## src/rtl/tlb_pkg.sv

```systemverilog
package tlb_pkg;

    localparam int VA_W  = 32;
    localparam int PG_W  = 12;
    localparam int VPN_W = VA_W - PG_W;

    localparam logic [1:0] KIND_LOAD  = 2'd0;
    localparam logic [1:0] KIND_STORE = 2'd1;
    localparam logic [1:0] KIND_FETCH = 2'd2;

    localparam logic [5:0] CA_OK       = 6'd0;
    localparam logic [5:0] CA_I_MISS   = 6'd16;
    localparam logic [5:0] CA_I_MULTI  = 6'd17;
    localparam logic [5:0] CA_I_PRIV   = 6'd18;
    localparam logic [5:0] CA_I_DENY   = 6'd20;
    localparam logic [5:0] CA_D_MISS   = 6'd24;
    localparam logic [5:0] CA_D_MULTI  = 6'd25;
    localparam logic [5:0] CA_D_PRIV   = 6'd26;
    localparam logic [5:0] CA_LD_DENY  = 6'd28;
    localparam logic [5:0] CA_ST_DENY  = 6'd29;

    localparam logic [2:0] CH_NONE = 3'd0;
    localparam logic [2:0] CH_BYP  = 3'd1;
    localparam logic [2:0] CH_WB   = 3'd2;
    localparam logic [2:0] CH_WT   = 3'd3;
    localparam logic [2:0] CH_ISO  = 3'd4;

    localparam logic [31:0] RASID_RST  = 32'h0403_0201;
    localparam logic [7:0]  FIXED_ASID = 8'd1;

    typedef struct packed {
        logic [VPN_W-1:0] vpn;
        logic [VPN_W-1:0] ppn;
        logic [7:0]       asid;
        logic [3:0]       attr;
    } tlb_ent_t;

    typedef struct packed {
        logic            valid;
        logic [5:0]      cause;
        logic [VA_W-1:0] pa;
        logic [2:0]      rights;
        logic [2:0]      cache;
        logic [1:0]      ring;
        logic [VA_W-1:0] pte_addr;
    } tlb_res_t;

    // rights {x,w,r} and cache class for an attribute code
    function automatic logic [5:0] attr_decode(input logic [3:0] a);
        logic [2:0] rt;
        logic [2:0] ch;
        rt = 3'b000;
        ch = CH_NONE;
        if (a < 4'd12) begin
            rt = {a[0], a[1], 1'b1};
            case (a[3:2])
                2'd0:    ch = CH_BYP;
                2'd1:    ch = CH_WB;
                default: ch = CH_WT;
            endcase
        end else if (a == 4'd13) begin
            rt = 3'b011;
            ch = CH_ISO;
        end
        return {rt, ch};
    endfunction

endpackage

```

## src/rtl/tlb_ring_map.sv

```systemverilog
module tlb_ring_map (
    input  logic [31:0] rasid_i,
    input  logic [7:0]  asid_i,
    output logic        found_o,
    output logic [1:0]  ring_o
);
    // lowest matching byte wins: scan downward so the last write is the lowest
    always_comb begin
        found_o = 1'b0;
        ring_o  = 2'd0;
        for (int i = 3; i >= 0; i--) begin
            if (rasid_i[8*i +: 8] == asid_i) begin
                found_o = 1'b1;
                ring_o  = 2'(i);
            end
        end
    end
endmodule

```

## src/rtl/tlb_fixed_ways.sv

```systemverilog
module tlb_fixed_ways
    import tlb_pkg::*;
(
    input  logic [VA_W-1:0]       va_i,
    output logic [1:0]            hit_o,
    output logic [1:0][3:0]       attr_o,
    output logic [1:0][VA_W-1:0]  pa_o
);
    // way A: 128 MiB pages in the 0xD region, entry picked by bit 27
    localparam logic [1:0][31:0] FXA_V    = {32'hD800_0000, 32'hD000_0000};
    localparam logic [1:0][31:0] FXA_P    = {32'h0000_0000, 32'h0000_0000};
    localparam logic [1:0][3:0]  FXA_ATTR = {4'd3, 4'd7};
    // way B: 256 MiB pages covering 0xE/0xF, entry picked by bit 28
    localparam logic [1:0][31:0] FXB_V    = {32'hF000_0000, 32'hE000_0000};
    localparam logic [1:0][31:0] FXB_P    = {32'hF000_0000, 32'hF000_0000};
    localparam logic [1:0][3:0]  FXB_ATTR = {4'd3, 4'd7};

    logic ia, ib;

    always_comb begin
        ia        = va_i[27];
        ib        = va_i[28];
        hit_o[0]  = (va_i[31:27] == FXA_V[ia][31:27]);
        attr_o[0] = FXA_ATTR[ia];
        pa_o[0]   = FXA_P[ia] | {5'b0, va_i[26:0]};
        hit_o[1]  = (va_i[31:28] == FXB_V[ib][31:28]);
        attr_o[1] = FXB_ATTR[ib];
        pa_o[1]   = FXB_P[ib] | {4'b0, va_i[27:0]};
    end
endmodule

```

## src/rtl/tlb_refill_array.sv

```systemverilog
module tlb_refill_array
    import tlb_pkg::*;
#(
    parameter int NW   = 4,
    parameter int SETS = 4
) (
    input  logic                       clk,
    input  logic                       rst_n,
    input  logic                       rf_valid,
    input  logic [VPN_W-1:0]           rf_vpn,
    input  logic [VPN_W-1:0]           rf_ppn,
    input  logic [7:0]                 rf_asid,
    input  logic [3:0]                 rf_attr,
    input  logic [VPN_W-1:0]           lk_vpn,
    output tlb_ent_t [NW-1:0]          ent_o,
    output logic [NW-1:0]              vhit_o
);
    localparam int RRW  = $clog2(NW);
    localparam int IDXW = $clog2(SETS);

    typedef struct packed {
        tlb_ent_t [NW-1:0][SETS-1:0] ent;
        logic [RRW-1:0]              rr;
    } arr_st_t;

    arr_st_t        st_d, st_q;
    logic [RRW-1:0] wsel;
    logic [IDXW-1:0] wset, lset;

    always_comb begin
        st_d = st_q;
        wsel = st_q.rr + 1'b1;
        wset = rf_vpn[IDXW-1:0];
        if (rf_valid) begin
            st_d.rr              = wsel;
            st_d.ent[wsel][wset] = '{vpn: rf_vpn, ppn: rf_ppn, asid: rf_asid, attr: rf_attr};
        end
    end

    always_ff @(posedge clk) begin
        if (!rst_n) st_q <= '0;
        else        st_q <= st_d;
    end

    assign lset = lk_vpn[IDXW-1:0];

    for (genvar w = 0; w < NW; w++) begin : g_cmp
        assign ent_o[w]  = st_q.ent[w][lset];
        assign vhit_o[w] = (st_q.ent[w][lset].vpn == lk_vpn) && (st_q.ent[w][lset].asid != 8'd0);
    end


    array_hold_chk: assert property (@(posedge clk) disable iff (!rst_n)
        !rf_valid |=> $stable(st_q));
endmodule

```

## src/rtl/tlb_asid_ring.sv

```systemverilog
module tlb_asid_ring
    import tlb_pkg::*;
#(
    parameter int NW_REFILL = 4,
    parameter int SETS      = 4
) (
    input  logic              clk,
    input  logic              rst_n,
    input  logic              rasid_we,
    input  logic [31:0]       rasid_wdata,
    input  logic [31:0]       pte_base,
    input  logic              lk_valid,
    input  logic [31:0]       lk_vaddr,
    input  logic [1:0]        lk_kind,
    input  logic [1:0]        lk_priv,
    input  logic              rf_valid,
    input  logic [19:0]       rf_vpn,
    input  logic [31:0]       rf_pte,
    output logic              res_valid,
    output logic [5:0]        res_cause,
    output logic [31:0]       res_paddr,
    output logic [2:0]        res_rights,
    output logic [2:0]        res_cache,
    output logic [1:0]        res_ring,
    output logic [31:0]       res_pte_addr
);
    localparam int NT  = NW_REFILL + 2;
    localparam int NHW = $clog2(NT + 1);

    typedef struct packed {
        logic [31:0] rasid;
        tlb_res_t    res;
    } top_st_t;

    top_st_t st_d, st_q;

    tlb_ent_t [NW_REFILL-1:0] rf_ent;
    logic [NW_REFILL-1:0]     rf_vhit;
    logic [1:0]               fx_hit;
    logic [1:0][3:0]          fx_attr;
    logic [1:0][31:0]         fx_pa;
    logic [7:0]               rf_asid;
    logic                     unused_pte_bits;

    logic [NT-1:0] vhit, rfound, hits;
    logic [7:0]    asid_v [NT];
    logic [3:0]    attr_v [NT];
    logic [31:0]   pa_v   [NT];
    logic [1:0]    rring  [NT];

    logic [NHW-1:0] nh;
    logic [3:0]     sel_attr;
    logic [31:0]    sel_pa;
    logic [1:0]     sel_ring;
    logic [2:0]     dec_rt, dec_ch, rt_m;
    logic           fetch, grant;

    assign rf_asid         = st_q.rasid[{rf_pte[5:4], 3'b000} +: 8];
    assign unused_pte_bits = ^rf_pte[11:6];

    tlb_refill_array #(.NW(NW_REFILL), .SETS(SETS)) u_arr (
        .clk(clk), .rst_n(rst_n),
        .rf_valid(rf_valid), .rf_vpn(rf_vpn), .rf_ppn(rf_pte[31:12]),
        .rf_asid(rf_asid), .rf_attr(rf_pte[3:0]),
        .lk_vpn(lk_vaddr[31:12]),
        .ent_o(rf_ent), .vhit_o(rf_vhit)
    );

    tlb_fixed_ways u_fix (
        .va_i(lk_vaddr), .hit_o(fx_hit), .attr_o(fx_attr), .pa_o(fx_pa)
    );

    for (genvar w = 0; w < NT; w++) begin : g_way
        if (w < NW_REFILL) begin : g_rf
            assign asid_v[w] = rf_ent[w].asid;
            assign attr_v[w] = rf_ent[w].attr;
            assign pa_v[w]   = {rf_ent[w].ppn, lk_vaddr[PG_W-1:0]};
            assign vhit[w]   = rf_vhit[w];
        end else begin : g_fx
            assign asid_v[w] = FIXED_ASID;
            assign attr_v[w] = fx_attr[w-NW_REFILL];
            assign pa_v[w]   = fx_pa[w-NW_REFILL];
            assign vhit[w]   = fx_hit[w-NW_REFILL];
        end
        tlb_ring_map u_rmap (
            .rasid_i(st_q.rasid), .asid_i(asid_v[w]),
            .found_o(rfound[w]), .ring_o(rring[w])
        );
    end

    assign hits = vhit & rfound;

    always_comb begin
        st_d     = st_q;
        nh       = NHW'($countones(hits));
        sel_attr = 4'd0;
        sel_pa   = 32'd0;
        sel_ring = 2'd0;
        for (int w = 0; w < NT; w++) begin
            if (hits[w]) begin
                sel_attr = attr_v[w];
                sel_pa   = pa_v[w];
                sel_ring = rring[w];
            end
        end
        {dec_rt, dec_ch} = attr_decode(sel_attr);
        fetch = (lk_kind == KIND_FETCH);
        rt_m  = fetch ? (dec_rt & 3'b100) : (dec_rt & 3'b011);
        case (lk_kind)
            KIND_LOAD:  grant = rt_m[0];
            KIND_STORE: grant = rt_m[1];
            KIND_FETCH: grant = rt_m[2];
            default:    grant = 1'b0;
        endcase

        if (rasid_we) st_d.rasid = rasid_wdata;

        st_d.res.valid = lk_valid;
        if (lk_valid) begin
            st_d.res          = '0;
            st_d.res.valid    = 1'b1;
            st_d.res.pte_addr = (pte_base | (lk_vaddr >> 10)) & ~32'd3;
            if (nh == '0)
                st_d.res.cause = fetch ? CA_I_MISS : CA_D_MISS;
            else if (nh > NHW'(1))
                st_d.res.cause = fetch ? CA_I_MULTI : CA_D_MULTI;
            else if (sel_ring < lk_priv)
                st_d.res.cause = fetch ? CA_I_PRIV : CA_D_PRIV;
            else if (!grant)
                st_d.res.cause = fetch ? CA_I_DENY :
                                 ((lk_kind == KIND_LOAD) ? CA_LD_DENY : CA_ST_DENY);
            else begin
                st_d.res.cause  = CA_OK;
                st_d.res.pa     = sel_pa;
                st_d.res.rights = rt_m;
                st_d.res.cache  = dec_ch;
                st_d.res.ring   = sel_ring;
            end
        end
    end

    always_ff @(posedge clk) begin
        if (!rst_n) begin
            st_q       <= '0;
            st_q.rasid <= RASID_RST;
        end else begin
            st_q <= st_d;
        end
    end

    assign res_valid    = st_q.res.valid;
    assign res_cause    = st_q.res.cause;
    assign res_paddr    = st_q.res.pa;
    assign res_rights   = st_q.res.rights;
    assign res_cache    = st_q.res.cache;
    assign res_ring     = st_q.res.ring;
    assign res_pte_addr = st_q.res.pte_addr;


    lookup_lat_chk: assert property (@(posedge clk) disable iff (!rst_n)
        lk_valid |=> res_valid);

    multi_hit_chk: assert property (@(posedge clk) disable iff (!rst_n)
        (lk_valid && nh > NHW'(1)) |=> (res_cause == CA_I_MULTI || res_cause == CA_D_MULTI));

    priv_fault_chk: assert property (@(posedge clk) disable iff (!rst_n)
        (lk_valid && nh == NHW'(1) && sel_ring < lk_priv) |=>
        (res_cause == CA_I_PRIV || res_cause == CA_D_PRIV));

    grant_nonzero_chk: assert property (@(posedge clk) disable iff (!rst_n)
        (res_valid && res_cause == CA_OK) |-> (res_rights != 3'b000));

    fetch_mask_chk: assert property (@(posedge clk) disable iff (!rst_n)
        (lk_valid && lk_kind == KIND_FETCH) |=> (res_rights[1:0] == 2'b00));
endmodule

```

## config.mk

```make
export PLATFORM = sky130hd
export DESIGN_NAME = tlb_asid_ring
export DESIGN_NICKNAME = d
export VERILOG_FILES = /design/src/rtl/tlb_pkg.sv /design/src/rtl/tlb_ring_map.sv /design/src/rtl/tlb_fixed_ways.sv /design/src/rtl/tlb_refill_array.sv /design/src/rtl/tlb_asid_ring.sv
export SDC_FILE = /design/constraint.sdc
export NUM_CORES = 2
export LEC_CHECK = 0
export ABC_AREA = 1
export BUFFER_PORTS_ARGS = -buffer_cell sky130_fd_sc_hd__buf_2
export CAP_MARGIN = 10
export CORE_ASPECT_RATIO = 0.6
export CORE_MARGIN = 5
export CORE_UTILIZATION = 30
export CTS_CLUSTER_DIAMETER = 50
export DETAILED_ROUTE_END_ITERATION = 8
export PLACE_DENSITY = 0.53
export SYNTH_ARGS = -nofsm -noshare
export SYNTH_HDL_FRONTEND = slang
export SYNTH_SLANG_ARGS = --single-unit
export TNS_END_PERCENT = 100
```

## constraint.sdc

```tcl
create_clock -name clk -period 7.4 [get_ports clk]
set_clock_uncertainty 0.2 [all_clocks]
set_input_delay 1.48 -clock clk [delete_from_list [all_inputs] [get_ports clk]]
set_output_delay 1.48 -clock clk [all_outputs]
set_load 0.03 [all_outputs]
```

==> report_table.html <==
<table>
<tr><th>Metric</th><th>Value</th></tr>
<tr><th colspan="2">Run status</th></tr>
<tr><td>Result of the run</td><td>completed</td></tr>
<tr><th colspan="2">Clock tree</th></tr>
<tr><td>Clock slew at reported path FFs</td><td>~0.060 ns</td></tr>
<tr><td>Clk Tree Root Cell</td><td>sky130_fd_sc_hd__clkbuf_16</td></tr>
<tr><td>Maximum number of buffers from clock root to sink</td><td>3</td></tr>
<tr><td>Total setup buffers inserted after CTS</td><td>0</td></tr>
<tr><td>Clock insertion delay at the later pin of the skew report</td><td>between 0.7 and 0.8 ns</td></tr>
<tr><td>Hold-fix buffers, CTS</td><td>0</td></tr>
<tr><td>Number of clock sinks</td><td>942</td></tr>
<tr><td>CTS tree</td><td>done</td></tr>
<tr><td>Number of resized instances in the post-cts repair step</td><td>0</td></tr>
<tr><td>Number of buffers created by CTS</td><td>96</td></tr>
<tr><td>H-tree depth</td><td>3</td></tr>
<tr><th colspan="2">Routing</th></tr>
<tr><td>DR vias/cell</td><td>~5.3</td></tr>
<tr><td>DRT Pass-1 Iters</td><td>6</td></tr>
<tr><td>Per-cell routed wire length</td><td>around 22 microns</td></tr>
<tr><td>Via total after detailed routing</td><td>between 40000 and 50000</td></tr>
<tr><td>Final wirelength</td><td>between 150 and 200 mm</td></tr>
<tr><td>Violation count after the first detailed-routing iteration</td><td>around 6000</td></tr>
<tr><td>Remaining routing DRC violations</td><td>0</td></tr>
<tr><td>Antenna Nets Post-Route</td><td>0</td></tr>
<tr><th colspan="2">Setup path</th></tr>
<tr><td>CP Data Required Time</td><td>just under 8 ns</td></tr>
<tr><td>CP Class</td><td>in -&gt; reg</td></tr>
<tr><td>Arrival @ worst endpoint</td><td>between 7 and 8 ns</td></tr>
<tr><td>Setup crit end kind</td><td>flip-flop</td></tr>
<tr><td>Delay contributed by the slowest stage of the critical path</td><td>~0.56 ns</td></tr>
<tr><td>Worst path most repeated cell</td><td>sky130_fd_sc_hd__nor2_1</td></tr>
<tr><td>Crit path launch type</td><td>primary input</td></tr>
<tr><td>Critical path fanouts, max</td><td>90</td></tr>
<tr><td>Critical-path top delay cell</td><td>sky130_fd_sc_hd__fa_1</td></tr>
<tr><th colspan="2">Synthesis</th></tr>
<tr><td>Area of the mapped netlist</td><td>roughly 43000 sq um</td></tr>
<tr><td>Simple-gate area share of the yosys netlist</td><td>0.270</td></tr>
<tr><td>Syn Inst Count</td><td>6397</td></tr>
<tr><td>Proportion of synthesized flip-flops having asynchronous set or reset</td><td>0</td></tr>
<tr><td>Register area share after synthesis</td><td>0.437</td></tr>
<tr><td>Main synth FF type</td><td>sky130_fd_sc_hd__dfxtp_1</td></tr>
<tr><td>Most frequently used cell type in the post-synthesis netlist</td><td>sky130_fd_sc_hd__nor2_1</td></tr>
<tr><td>EDFF count, synth</td><td>0</td></tr>
<tr><td>Number of synthesis warnings</td><td>0</td></tr>
<tr><td>Synthesized-area fraction occupied by ao, oa, aoi and oai cells</td><td>0.201</td></tr>
<tr><td>Parity-gate share of the synthesized area counting xor and xnor cells</td><td>0.0105</td></tr>
<tr><td>Area share of fa/ha/maj cells after synthesis</td><td>0.00371</td></tr>
<tr><td>Cell variety after synth</td><td>40</td></tr>
<tr><td>Flip-flop and latch count after synthesis</td><td>942</td></tr>
<tr><td>Cell taking the most area after synthesis</td><td>sky130_fd_sc_hd__dfxtp_1</td></tr>
<tr><td>Area fraction of the dominant cell type after synthesis</td><td>0.437</td></tr>
<tr><td>Synth cell count leaders</td><td>sky130_fd_sc_hd__nor2_1 (1359), sky130_fd_sc_hd__o21ai_0 (1054), sky130_fd_sc_hd__nand2_1 (1037), sky130_fd_sc_hd__dfxtp_1 (942), sky130_fd_sc_hd__a21oi_1 (489)</td></tr>
<tr><td>Share of synthesized area spent on multiplexers</td><td>0</td></tr>
<tr><td>Avg Inst Size Synth</td><td>a little under 7 sq um</td></tr>
<tr><td>Combinational family with the most area after synthesis</td><td>simple AND/OR/NAND/NOR gates</td></tr>
<tr><td>Top cells by area in the synthesized netlist</td><td>sky130_fd_sc_hd__dfxtp_1 (44%), sky130_fd_sc_hd__o21ai_0 (12%), sky130_fd_sc_hd__nor2_1 (12%)</td></tr>
<tr><th colspan="2">Cells and area</th></tr>
<tr><td>Number of nets in the layout</td><td>6525</td></tr>
<tr><td>Final Instance Count excl. Fillers</td><td>8345</td></tr>
<tr><td>Area added between synthesis and finish</td><td>14.3%</td></tr>
<tr><td>Core Util, Final</td><td>0.346</td></tr>
<tr><td>Layout cell share with drive strength beyond 1</td><td>0.0937</td></tr>
<tr><th colspan="2">Global routing</th></tr>
<tr><td>GRT met3 Usage</td><td>0.0528</td></tr>
<tr><td>Antenna violations before repair</td><td>21</td></tr>
<tr><td>Wire length of the first global-routing pass</td><td>between 200 and 300 mm</td></tr>
<tr><td>Global-route layer with the greatest usage</td><td>met1</td></tr>
<tr><td>All-layer global routing usage</td><td>0.231</td></tr>
<tr><td>Maximum number of pins on one net before global-route repair</td><td>around 260</td></tr>
<tr><td>Met1 Use GR</td><td>0.358</td></tr>
<tr><td>Total gr overflow</td><td>0</td></tr>
<tr><td>Number of global-route vias before repair</td><td>slightly below 40000</td></tr>
<tr><td>Global routing met2 resource utilization</td><td>0.322</td></tr>
<tr><th colspan="2">Floorplanning</th></tr>
<tr><td>Die H</td><td>just over 300 microns</td></tr>
<tr><td>Chip width</td><td>500 microns</td></tr>
<tr><td>Floorplan die area</td><td>between 150000 and 200000 sq um</td></tr>
<tr><td>Number of core rows</td><td>about 110</td></tr>
<tr><td>Core outline area</td><td>142000 sq um</td></tr>
<tr><td>Initial cell density of the core</td><td>0.303</td></tr>
<tr><td>I/O Pins</td><td>236</td></tr>
<tr><th colspan="2">Pwr</th></tr>
<tr><td>VDD IR max</td><td>0.000158 V</td></tr>
<tr><td>Cell internal pwr</td><td>about 8.4 mW</td></tr>
<tr><td>Leak Pwr</td><td>20.7 nW</td></tr>
<tr><td>Switching portion of total power</td><td>0.284</td></tr>
<tr><td>Switching pwr</td><td>between 3 and 4 mW</td></tr>
<tr><td>Power, Total</td><td>between 10 and 15 mW</td></tr>
<tr><td>Part of the total power dissipated in combinational logic</td><td>0.110</td></tr>
<tr><td>Reg power frac</td><td>0.451</td></tr>
<tr><td>Share of total power in the clock network</td><td>0.438</td></tr>
<tr><td>PwrDens</td><td>between 200 and 250 nW/um^2</td></tr>
<tr><th colspan="2">Place</th></tr>
<tr><td>DP Cell Count</td><td>8166</td></tr>
<tr><td>Port Buffer Count</td><td>about 220</td></tr>
<tr><td>Sum of net half-perimeters after detailed placement</td><td>between 100 and 150 mm</td></tr>
<tr><td>Final Wtd Congestion</td><td>around 0.93</td></tr>
<tr><th colspan="2">Hold path</th></tr>
<tr><td>Type of the tightest min-delay check</td><td>reg -&gt; reg</td></tr>
<tr><th colspan="2">Timing</th></tr>
<tr><td>Setup repair after global routing missed its margin</td><td>false</td></tr>
<tr><td>Hold slack</td><td>approximately 0.23 ns</td></tr>
<tr><td>Transition at the pin with the smallest max-transition slack</td><td>between 1 and 1.5 ns</td></tr>
<tr><td>Sum of negative setup slack</td><td>0 ns</td></tr>
<tr><td>Pins over their slew limit</td><td>0</td></tr>
<tr><td>Total setup violations reported at the end of the flow</td><td>0</td></tr>
<tr><td>Slew Limit Headroom</td><td>0.280</td></tr>
<tr><td>Portion of the clock cycle consumed by the worst path in the final layout</td><td>0.897</td></tr>
<tr><td>Final min period</td><td>approximately 6.6 ns</td></tr>
<tr><td>Maximum clock frequency</td><td>approximately 150 MHz</td></tr>
<tr><td>Hold Fails Final Rpt</td><td>0</td></tr>
<tr><th colspan="2">Flow run</th></tr>
<tr><td>Max capacitance violation total</td><td>0</td></tr>
</table>
==> final timing paths <==
path | end | cells past startpoint | slack (ns) | startpoint
min | u_arr.st_q[659]$_SDFFE_PN0P_ | 2 | 0.23 | u_arr.st_q[659]$_SDFFE_PN0P_
min reg2reg | u_arr.st_q[659]$_SDFFE_PN0P_ | 2 | 0.23 | u_arr.st_q[659]$_SDFFE_PN0P_
max | res_paddr[8]$_SDFFE_PN0P_ | 29 | 0.76 | lk_vaddr[12]
max reg2reg | res_paddr[8]$_SDFFE_PN0P_ | 27 | 2.05 | u_arr.st_q[312]$_SDFFE_PN0P_
==> cells in the final DEF (no fill, tap or decap), drive strengths merged <==
cell and instances:
nand3 442, a211oi 1, dfxtp 942, ha 8, or4 1, o221ai 20, o22ai 41, nor4 2
a22oi 32, o21ai 1071, conb 3, nor3 27, inv 267, a31oi 4, fa 3, clkinvlp 6
nand4 34, diode 5, bufinv 8, xor2 52, clkinv 38, a21oi 492, a21boi 1, nand2 1046
a32o 10, clkbuf 125, nor2 1361, o211ai 4, buf 388, nand3b 4
==> power by group through the flow <==
stage               clock network, mW  registers (mW)  logic [mW]
floorplan                           0            5.39       0.748
global placement                    0            5.39        1.25
detailed placement                  0            5.39        1.26
CTS                              5.20            5.28        1.26
global route                     5.42            5.29        1.40
finish                           5.13            5.28        1.29
==> flip-flops by register name (all words and copies together) (netlist names) <==
signal and flops:
res_cache 3, res_cause 5, res_valid 1, res_pte_addr 30, st_q 32, u_arr.st_q 834, res_paddr 32, res_ring 2
res_rights 3
==> metal layers <==
metal | up-vias | wire length [microns]
met3 | 267 | 19100
li1 | 20900 | -
met1 | 20800 | 88300
met5 | - | 13
met4 | 2 | 3890
met2 | 2173 | 73000
==> cell type report <==
class	count	area, sq um
well taps	1907	2390
diodes	5	12.5
clock buffers	124	2640
clock inverters	50	589
inverters	269	1040
fillers	15100	93100
repair buffers	389	2690
flip-flops and latches	942	18900
multi-input cells	4659	21100
==> through the flow <==
stage / setup slack, ns / cell area (sq um)
finish: 0.760 / 49400
floorplan: 1.26 / 43200
detailed placement: 0.195 / 46100
global placement: 0.268 / 46100
CTS: 0.969 / 49300
global route: 0.484 / 49300
==> kinds of logic after synthesis <==
kind of cell | Yosys count
DFF | 942
buffers and inverters | 798
other | 1
AOI/OAI and AO/OA | 1676
and+or+nand+nor | 2917
adders and majority gates | 11
xor gates and xnor gates | 52
==> critical path: cells and delay by family <==
kind / cells / cell delay (ns)
compound gates: 3 / 0.35
fa+ha+maj: 4 / 1.72
buf+inv: 10 / 1.50
simple gates: 12 / 1.74
(Power assumes the default switching activity.)
